### src/rtl/irq7_pkg.sv
package irq7_pkg;

  typedef enum logic [0:0] {
    LVL_LO = 1'b0,
    LVL_HI = 1'b1
  } irq_lvl_e;

  localparam int unsigned NUM_LVL = 2;

  // Address of the handler entry for a given polling index.
  function automatic logic [31:0] vec_addr(input int unsigned idx,
                                           input int unsigned base,
                                           input int unsigned stride);
    return 32'(base + idx * stride);
  endfunction

endpackage

### src/rtl/irq_src_gate.sv
module irq_src_gate #(
  parameter int unsigned NUM_SRC = 7,
  parameter int unsigned WD_IDX  = NUM_SRC - 1
) (
  input  logic [NUM_SRC-1:0] req_i,
  input  logic [NUM_SRC:0]   en_i,
  input  logic [NUM_SRC-1:0] pri_i,
  input  logic               wd_rst_mode_i,
  output logic [NUM_SRC-1:0] hi_cand_o,
  output logic [NUM_SRC-1:0] lo_cand_o
);

  logic [NUM_SRC-1:0] wd_keep;
  logic [NUM_SRC-1:0] elig;

  always_comb begin
    wd_keep = '1;
    if (wd_rst_mode_i) wd_keep[WD_IDX] = 1'b0;
  end

  assign elig      = req_i & en_i[NUM_SRC-1:0] & wd_keep & {NUM_SRC{en_i[NUM_SRC]}};
  assign hi_cand_o = elig & pri_i;
  assign lo_cand_o = elig & ~pri_i;

endmodule

### src/rtl/irq_pick.sv
module irq_pick #(
  parameter int unsigned N     = 7,
  parameter int unsigned IDX_W = (N > 1) ? $clog2(N) : 1
) (
  input  logic [N-1:0]     cand_i,
  output logic             hit_o,
  output logic [IDX_W-1:0] idx_o
);

  // Scan from the top so the lowest set index is the one kept.
  always_comb begin
    hit_o = |cand_i;
    idx_o = '0;
    for (int i = N - 1; i >= 0; i--) begin
      if (cand_i[i]) idx_o = IDX_W'(i);
    end
  end

endmodule

### src/rtl/irq_svc_track.sv
module irq_svc_track (
  input  logic       clk,
  input  logic       rst,
  input  logic       set_hi_i,
  input  logic       set_lo_i,
  input  logic       ret_i,
  output logic [1:0] insvc_o
);

  always_ff @(posedge clk) begin
    if (rst) begin
      insvc_o <= 2'b00;
    end else if (ret_i) begin
      if (insvc_o[1]) insvc_o[1] <= 1'b0;
      else            insvc_o[0] <= 1'b0;
    end else begin
      if (set_hi_i) insvc_o[1] <= 1'b1;
      if (set_lo_i) insvc_o[0] <= 1'b1;
    end
  end

endmodule

### src/rtl/irq_arbiter7.sv
module irq_arbiter7 #(
  parameter int unsigned NUM_SRC    = 7,
  parameter int unsigned WD_IDX     = NUM_SRC - 1,
  parameter int unsigned VEC_W      = 16,
  parameter int unsigned VEC_BASE   = 3,
  parameter int unsigned VEC_STRIDE = 8
) (
  input  logic               clk,
  input  logic               rst,
  input  logic [NUM_SRC-1:0] req_i,
  input  logic [NUM_SRC:0]   en_reg_i,
  input  logic [NUM_SRC-1:0] pri_reg_i,
  input  logic               wdt_rst_mode_i,
  input  logic               reti_i,
  output logic               take_o,
  output logic [VEC_W-1:0]   vec_o,
  output logic [1:0]         insvc_o
);

  import irq7_pkg::*;

  localparam int unsigned IDX_W = (NUM_SRC > 1) ? $clog2(NUM_SRC) : 1;

  logic [NUM_SRC-1:0] cand    [NUM_LVL];
  logic               hit     [NUM_LVL];
  logic [IDX_W-1:0]   pick_idx[NUM_LVL];
  logic               grant_hi;
  logic               grant_lo;
  logic [IDX_W-1:0]   win_idx;

  irq_src_gate #(
    .NUM_SRC(NUM_SRC),
    .WD_IDX (WD_IDX)
  ) u_gate (
    .req_i        (req_i),
    .en_i         (en_reg_i),
    .pri_i        (pri_reg_i),
    .wd_rst_mode_i(wdt_rst_mode_i),
    .hi_cand_o    (cand[LVL_HI]),
    .lo_cand_o    (cand[LVL_LO])
  );

  for (genvar lv = 0; lv < NUM_LVL; lv++) begin : g_lvl
    irq_pick #(
      .N    (NUM_SRC),
      .IDX_W(IDX_W)
    ) u_pick (
      .cand_i(cand[lv]),
      .hit_o (hit[lv]),
      .idx_o (pick_idx[lv])
    );
  end

  // High level needs only the high routine idle; low level needs both idle
  // and no high contender. Nothing is granted while a return is sampled.
  always_comb begin
    grant_hi = hit[LVL_HI] && !insvc_o[1] && !reti_i;
    grant_lo = hit[LVL_LO] && !hit[LVL_HI] && (insvc_o == 2'b00) && !reti_i;
    win_idx  = grant_hi ? pick_idx[LVL_HI] : pick_idx[LVL_LO];
  end

  irq_svc_track u_svc (
    .clk     (clk),
    .rst     (rst),
    .set_hi_i(grant_hi),
    .set_lo_i(grant_lo),
    .ret_i   (reti_i),
    .insvc_o (insvc_o)
  );

  always_ff @(posedge clk) begin
    if (rst) begin
      take_o <= 1'b0;
      vec_o  <= '0;
    end else begin
      take_o <= grant_hi | grant_lo;
      if (grant_hi | grant_lo) begin
        vec_o <= VEC_W'(vec_addr(32'(win_idx), VEC_BASE, VEC_STRIDE));
      end
    end
  end

endmodule

### config.mk
export PLATFORM = sky130hd
export DESIGN_NAME = irq_arbiter7
export DESIGN_NICKNAME = d
export VERILOG_FILES = /design/src/rtl/irq7_pkg.sv /design/src/rtl/irq_src_gate.sv /design/src/rtl/irq_pick.sv /design/src/rtl/irq_svc_track.sv /design/src/rtl/irq_arbiter7.sv
export SDC_FILE = /design/constraint.sdc
export NUM_CORES = 1
export LEC_CHECK = 0
export BUFFER_PORTS_ARGS = -buffer_cell sky130_fd_sc_hd__buf_2
export CORE_MARGIN = 5
export CORE_UTILIZATION = 40
export DETAILED_ROUTE_END_ITERATION = 12
export PLACE_DENSITY = 0.87
export SLEW_MARGIN = 0
export SYNTH_ARGS = -nofsm -noshare
export SYNTH_HDL_FRONTEND = slang
export SYNTH_SLANG_ARGS = --single-unit
### constraint.sdc
create_clock -name clk -period 2.2 [get_ports clk]
set_input_delay 0.33 -clock clk [delete_from_list [all_inputs] [get_ports clk]]
set_output_delay 0.33 -clock clk [all_outputs]
set_load 0.02 [all_outputs]
; ---- Yosys cells after proc, flatten, opt, wreduce, memory -nomap -nowiden
; Cells that the tools add are included.
[word_totals]
input_bits = 26
ff_bits = 19
wordCells = 46
output_inout_bits = 19
[op_classes]
bitwise_logic = 7
n_eq_ne = 1
add_sub_neg = 1
n_reduce_logical = 14
muxes = 19
[ops]
columns = operator, n
row1 = 3-bit 2-to-1 mux, 15
row2 = 7-bit AND, 5
row3 = 7-bit OR reduction, 2
row4 = "2-bit by 6-bit adder with 7-bit output, first input constant", 1
row5 = 7-bit inverter, 1
row6 = 1-bit logical AND, 5
row7 = 1-bit 2-to-1 mux, 4
row8 = 1-bit logical NOT, 3
row9 = 2-bit logical NOT, 1
row10 = "2-bit inequality test, second input constant", 1
row11 = 2-bit AND reduction, 1
row12 = 2-bit nonzero test, 1
row13 = 2-bit OR reduction, 1
row14 = 1-bit OR, 1

; ---- Depth between registers and ports, before layout
[logic_depth]
word_depth = 13
depth_mapped = 6

; ---- By module
; Synthesis repeated with hierarchy kept, for this count alone.
[hier_totals]
hier_cells = 98
area_unflattened_um2 = 689.4
[modules_own_cells]
columns = module, cells_per_inst, n_inst, seq_area_each_um2, area_per_inst_um2
row1 = irq_arbiter7, 41, 1, 100.1, 347.8
row2 = irq_pick, 11, 2, 0.0, 72.6
row3 = irq_src_gate, 27, 1, 0.0, 122.6
row4 = irq_svc_track, 8, 1, 40.0, 73.8

; ---- Worst setup path before layout
; No wires, ideal clock.
[synth_timing]
path_type = input port to flip-flop
startpoint = input port req_i[1]
endpoint = register vec_o[5]
path_buffers = 0
path_slack_ps = 505
cell_stages = 5
setup_ps = 66
required_time_ps = 2134
arrival_ps = 1629
cell_sequence = and4b_4 or4_4 a2bb2oi_1 a211o_1 a21oi_2
[synth_via]
elab_chain_cells = 10
word_cells_on_any_way = 20
[synth_rtl]
columns = item, line
row1 = start: declaration, irq_arbiter7.sv:10  ; input logic [NUM_SRC-1:0] req_i,
row2 = 7-bit AND (*) (3 in a row), irq_src_gate.sv:21  ; assign elig = req_i & en_i[NUM_SRC-1:0] & wd_keep & {NUM_SRC{en_i[NUM_SRC]}};
row3 = "parallel branches: the longest is 7 deep, another holds 2-bit by 6-bit adder with 7-bit output", -
row4 = end signal: assignment, irq_arbiter7.sv:78  ; vec_o <= VEC_W'(vec_addr(32'(win_idx), VEC_BASE, VEC_STRIDE));
row5 = end: declaration, irq_arbiter7.sv:16  ; output logic [VEC_W-1:0] vec_o,
; Mark *: on every way between the ends.
; A chain may end at the register's enable or synchronous reset.

; ---- Worst setup path after layout
[layout_timing]
startpoint = input port en_reg_i[7]
endpoint = register vec_o[5]
[layout_via]
elab_chain_cells = 11
word_cells_on_any_way = 28
[layout_rtl]
columns = item, line
row1 = start: declaration, irq_arbiter7.sv:11  ; input logic [NUM_SRC:0] en_reg_i,
row2 = 7-bit AND (*), irq_src_gate.sv:21
row3 = "7-bit AND, on equally long branches", "irq_src_gate.sv:23, irq_src_gate.sv:22"
row4 = 3-bit 2-to-1 mux (7 in a row), irq_pick.sv:15  ; if (cand_i[i]) idx_o = IDX_W'(i);
row5 = 3-bit 2-to-1 mux, irq_arbiter7.sv:59  ; win_idx = grant_hi ? pick_idx[LVL_HI] : pick_idx[LVL_LO];
row6 = 2-bit by 6-bit adder with 7-bit output, irq7_pkg.sv:14  ; return 32'(base + idx * stride);
; Mark *: on every way between the ends. The rest lies on a longest branch, timed or not.

==> impl_metrics.py <==
metrics = {
    "sta": {
        "final.hold.worst_slack_ns": 0.288,
        "final_period_minus_worst_setup_slack_ns": 1.67,
        "fin_worst_skew_ns": 0.00661,
        "report.final.setup_viol": 0,
        "fin_crit_sh_pct": 76.0,
        "report.final.hold_viol_count": 0,
        "final_max_slew_viol_count": 0,
        "tns_ns": 0,
        "fmax_mhz": 598,
        "setup_repair_after_global_routing_missed_its_margin": "no",
    },
    "outcome": {
        "outcome": "finished clean",
    },
    "yosys": {
        "ys.warnings.count": 0,
        "syn_inst": 82,
        "yosys_most_used_dff": "dfxtp_1",
        "synthesis.area_per_instance_um2": 8.01,
        "synth_edf_count": 0,
        "post-synth-top-area-fraction_pct": 21.3,
        "post_synth_num_cell_types": 30,
        "syn-cell-area_um2": 657,
        "yosys_register_bits": 7,
        "synth_async_sr_flop_share_pct": 0,
        "sequential_fraction_of_the_synthesis_area_pct": 21.3,
        "yosys.area.top_type": "dfxtp_1",
        "post_synth_main_area_contributors": "dfxtp_1 (21%), buf_4 (14%), nand4_1 (9.5%)",
    },
    "place": {
        "detailed_place_hpwl_mm": 1.42,
        "rd_place_congestion": 0.834,
        "port_buffers": 33,
        "placed_cells": 128,
    },
    "power": {
        "irDropWorstVdd_uv": 210,
        "p_per_area_mw_per_mm2": 508,
        "clock_power_share_pct": 28.3,
        "sequentialPowerShare_pct": 35.2,
        "total_power_mw": 0.412,
        "total_switching_power_mw": 0.146,
        "leakage_nw": 0.395,
        "combinationalPowerShare_pct": 36.6,
        "power_report.internal_total_mw": 0.266,
        "p_sw_share_pct": 35.5,
    },
    "clock_tree": {
        "ctsHtreeMaxLevel": 1,
        "cts_post_setup_buffers_inserted": 0,
        "cts-hold-fix-buffers": 0,
        "clock_tree.buffer_depth": 2,
        "cts_made_buffers": 3,
        "tritoncts_num_sinks": 7,
        "cts-root-buf": "clkbuf_4",
        "path_clk_slew_ns": 0.05,
        "tritoncts": "done",
        "clock_latency_late_sink_ns": 0.26,
        "post_cts_resized": 0,
    },
    "global_routing": {
        "grt_max_degree": 16,
        "grt_util_all_layers_pct": 12.7,
        "groute.layer.met3.usage_pct": 3.25,
        "total_congestion_overflow": 0,
        "grt_pass1_vias": 647,
        "met2_use_gr_pct": 19.0,
        "grt_first_pass_wirelength_mm": 2.58,
        "groute.layer.met1.usage_pct": 15.6,
        "globalRoute.busiestLayer": "met2",
        "antenna_found_initial": 0,
    },
    "die": {
        "floorplan.die_area_mm2": 0.00255,
        "chipHeight_um": 50.5,
        "core.rowCount": 14,
        "floorplan.initialDensity_pct": 43.1,
        "die_width_um": 50.5,
        "boundaryPins": 45,
        "core_area_mm2": 0.00152,
    },
    "critical_path": {
        "cp_slowest_cell": "or4_4",
        "cp-endpoint": "vec_o[5]$_SDFFE_PP0P_",
        "critical_path.startpoint_type": "input port",
        "timing.critical_path.fanout_max": 15,
        "path_delay_family": "simple AND/OR/NAND/NOR gates",
        "cp_cell_sequence": "buf_2, and4b_4, or4_4, a2bb2oi_1, a211o_1, a21oi_2",
        "timing.critical_path.arrival_ns": 1.86,
        "setup.worst_path.start": "en_reg_i[7]",
        "path_buf_inv": 1,
        "critical_path.max_stage_delay_ns": 0.57,
        "rrSetupSlack_ns": 0.82,
        "worstReg2RegStart": "u_svc.insvc_o[1]$_SDFFE_PP0P_",
        "cp_data_required_time_ns": 2.39,
        "timing_worst_setup_path_type": "in2reg",
        "ff2ff_path_depth": 4,
        "end_kind": "flip-flop",
        "cp_num_cells": 6,
        "regToRegEndpoint": "vec_o[5]$_SDFFE_PP0P_",
    },
    "cells_and_area": {
        "finalNetCount": 143,
        "final_layout_size_suffix_gt1_share_pct": 34.5,
        "post_layout_nonfiller_instances": 132,
        "utilization_pct": 53.2,
        "num-fill-cells": 146,
        "sequential_cell_area_um2": 140,
        "area_growth_pct": 23.4,
        "multi_input_comb_area_um2": 455,
        "antenna-diode-count": 0,
    },
    "flow_run": {
        "timing.max_cap.violations": 0,
    },
    "min_path": {
        "worstHoldStart": "reti_i",
        "holdCritPathClass": "in2reg",
    },
    "routing": {
        "routed_wl_mm": 1.65,
        "dr.pass1.iters": 4,
        "final_antenna_net_count": 0,
        "num_vias": 755,
        "routed_via_density": 5.72,
        "drt-initial-drc-count": 13,
        "drc": 0,
        "detail_route.wl_per_cell_um": 12.5,
    },
}
[cells in the final DEF, fill, tap and decap left out, types with 2 or more instances in the layout]
master,instances
buf_2,33
conb_1,11
nand4_1,10
nor3_1,7
dfxtp_1,7
and4b_1,5
nor2_1,4
nand4b_1,3
o211ai_1,3
a21oi_1,3
nand2_1,3
clkbuf_4,3
nand2b_1,2
o21ai_1,2
nand3_1,2
o21a_1,2
a211oi_1,2
[synthesized netlist by cell type, types with 2 or more instances]
master    instances
buf_4            12
nand4_1          10
dfxtp_1           7
nor3_1            7
and4b_1           5
nor2_1            4
a21oi_1           3
nand2_1           3
nand4b_1          3
o211ai_1          3
a211oi_1          2
nand2b_1          2
nand3_1           2
o21a_1            2
o21ai_1           2
[layer usage]
layer / routed length (um) / vias to the layer above / part of all wire [%]
li1: - / 370 / -
met1: 706 / 333 / 43
met2: 698 / 47 / 42
met3: 206 / 5 / 12
met4: 38 / 0 / 2.3
met5: 0 / - / 0
[registers in the layout (all words and copies together) (netlist names)]
signal         cells
take_o             1
u_svc.insvc_o      2
vec_o              4
[stage by stage]
step | area (um2) | setup slack [ns]
4_1_cts | 811 | 0.536
3_5_place_dp | 785 | 0.278
5_1_grt | 811 | 0.443
2_1_floorplan | 694 | 0.505
3_3_place_gp | 785 | 0.304
6_report | 811 | 0.528
[logic make-up (layout without fill, tap and decap cells)]
| kind of cell | Yosys count | count (layout) | share of synthesized area (%) |
|---|---|---|---|
| compound gates | 19 | 19 | 22.3 |
| buf+inv | 14 | 38 | 15.0 |
| flops | 7 | 7 | 21.3 |
| other cells | 1 | 11 | 0.571 |
| simple gates | 41 | 41 | 40.8 |
[layout make-up]
type                            instances  area share, %
Clock buffer                            4           3.24
Inverter                                1          0.463
Multi-Input combinational cell         71           56.2
Sequential cell                         7           17.3
Tap cell                               16           2.47
Timing Repair Buffer                   33           20.4
[power groups by stage]
stage	Clock (mW)	Combinational, mW	Sequential, mW
floorplan	0	0.101	0.161
global placement	0	0.146	0.147
detailed placement	0	0.150	0.148
CTS	0.120	0.150	0.145
global route	0.130	0.164	0.146
finish	0.116	0.151	0.145
[how the worst min path moves through the flow]
stage                                          to  slack (ns)  cells after the start
global route        u_svc.insvc_o[1]$_SDFFE_PP0P_        0.28                      2
floorplan                   vec_o[5]$_SDFFE_PP0P_        0.39                      1
CTS                 u_svc.insvc_o[1]$_SDFFE_PP0P_        0.28                      2
finish              u_svc.insvc_o[1]$_SDFFE_PP0P_        0.29                      2
global placement            vec_o[5]$_SDFFE_PP0P_        0.47                      2
detailed placement          vec_o[5]$_SDFFE_PP0P_        0.47                      2
Power figures use the tool's default switching activity.
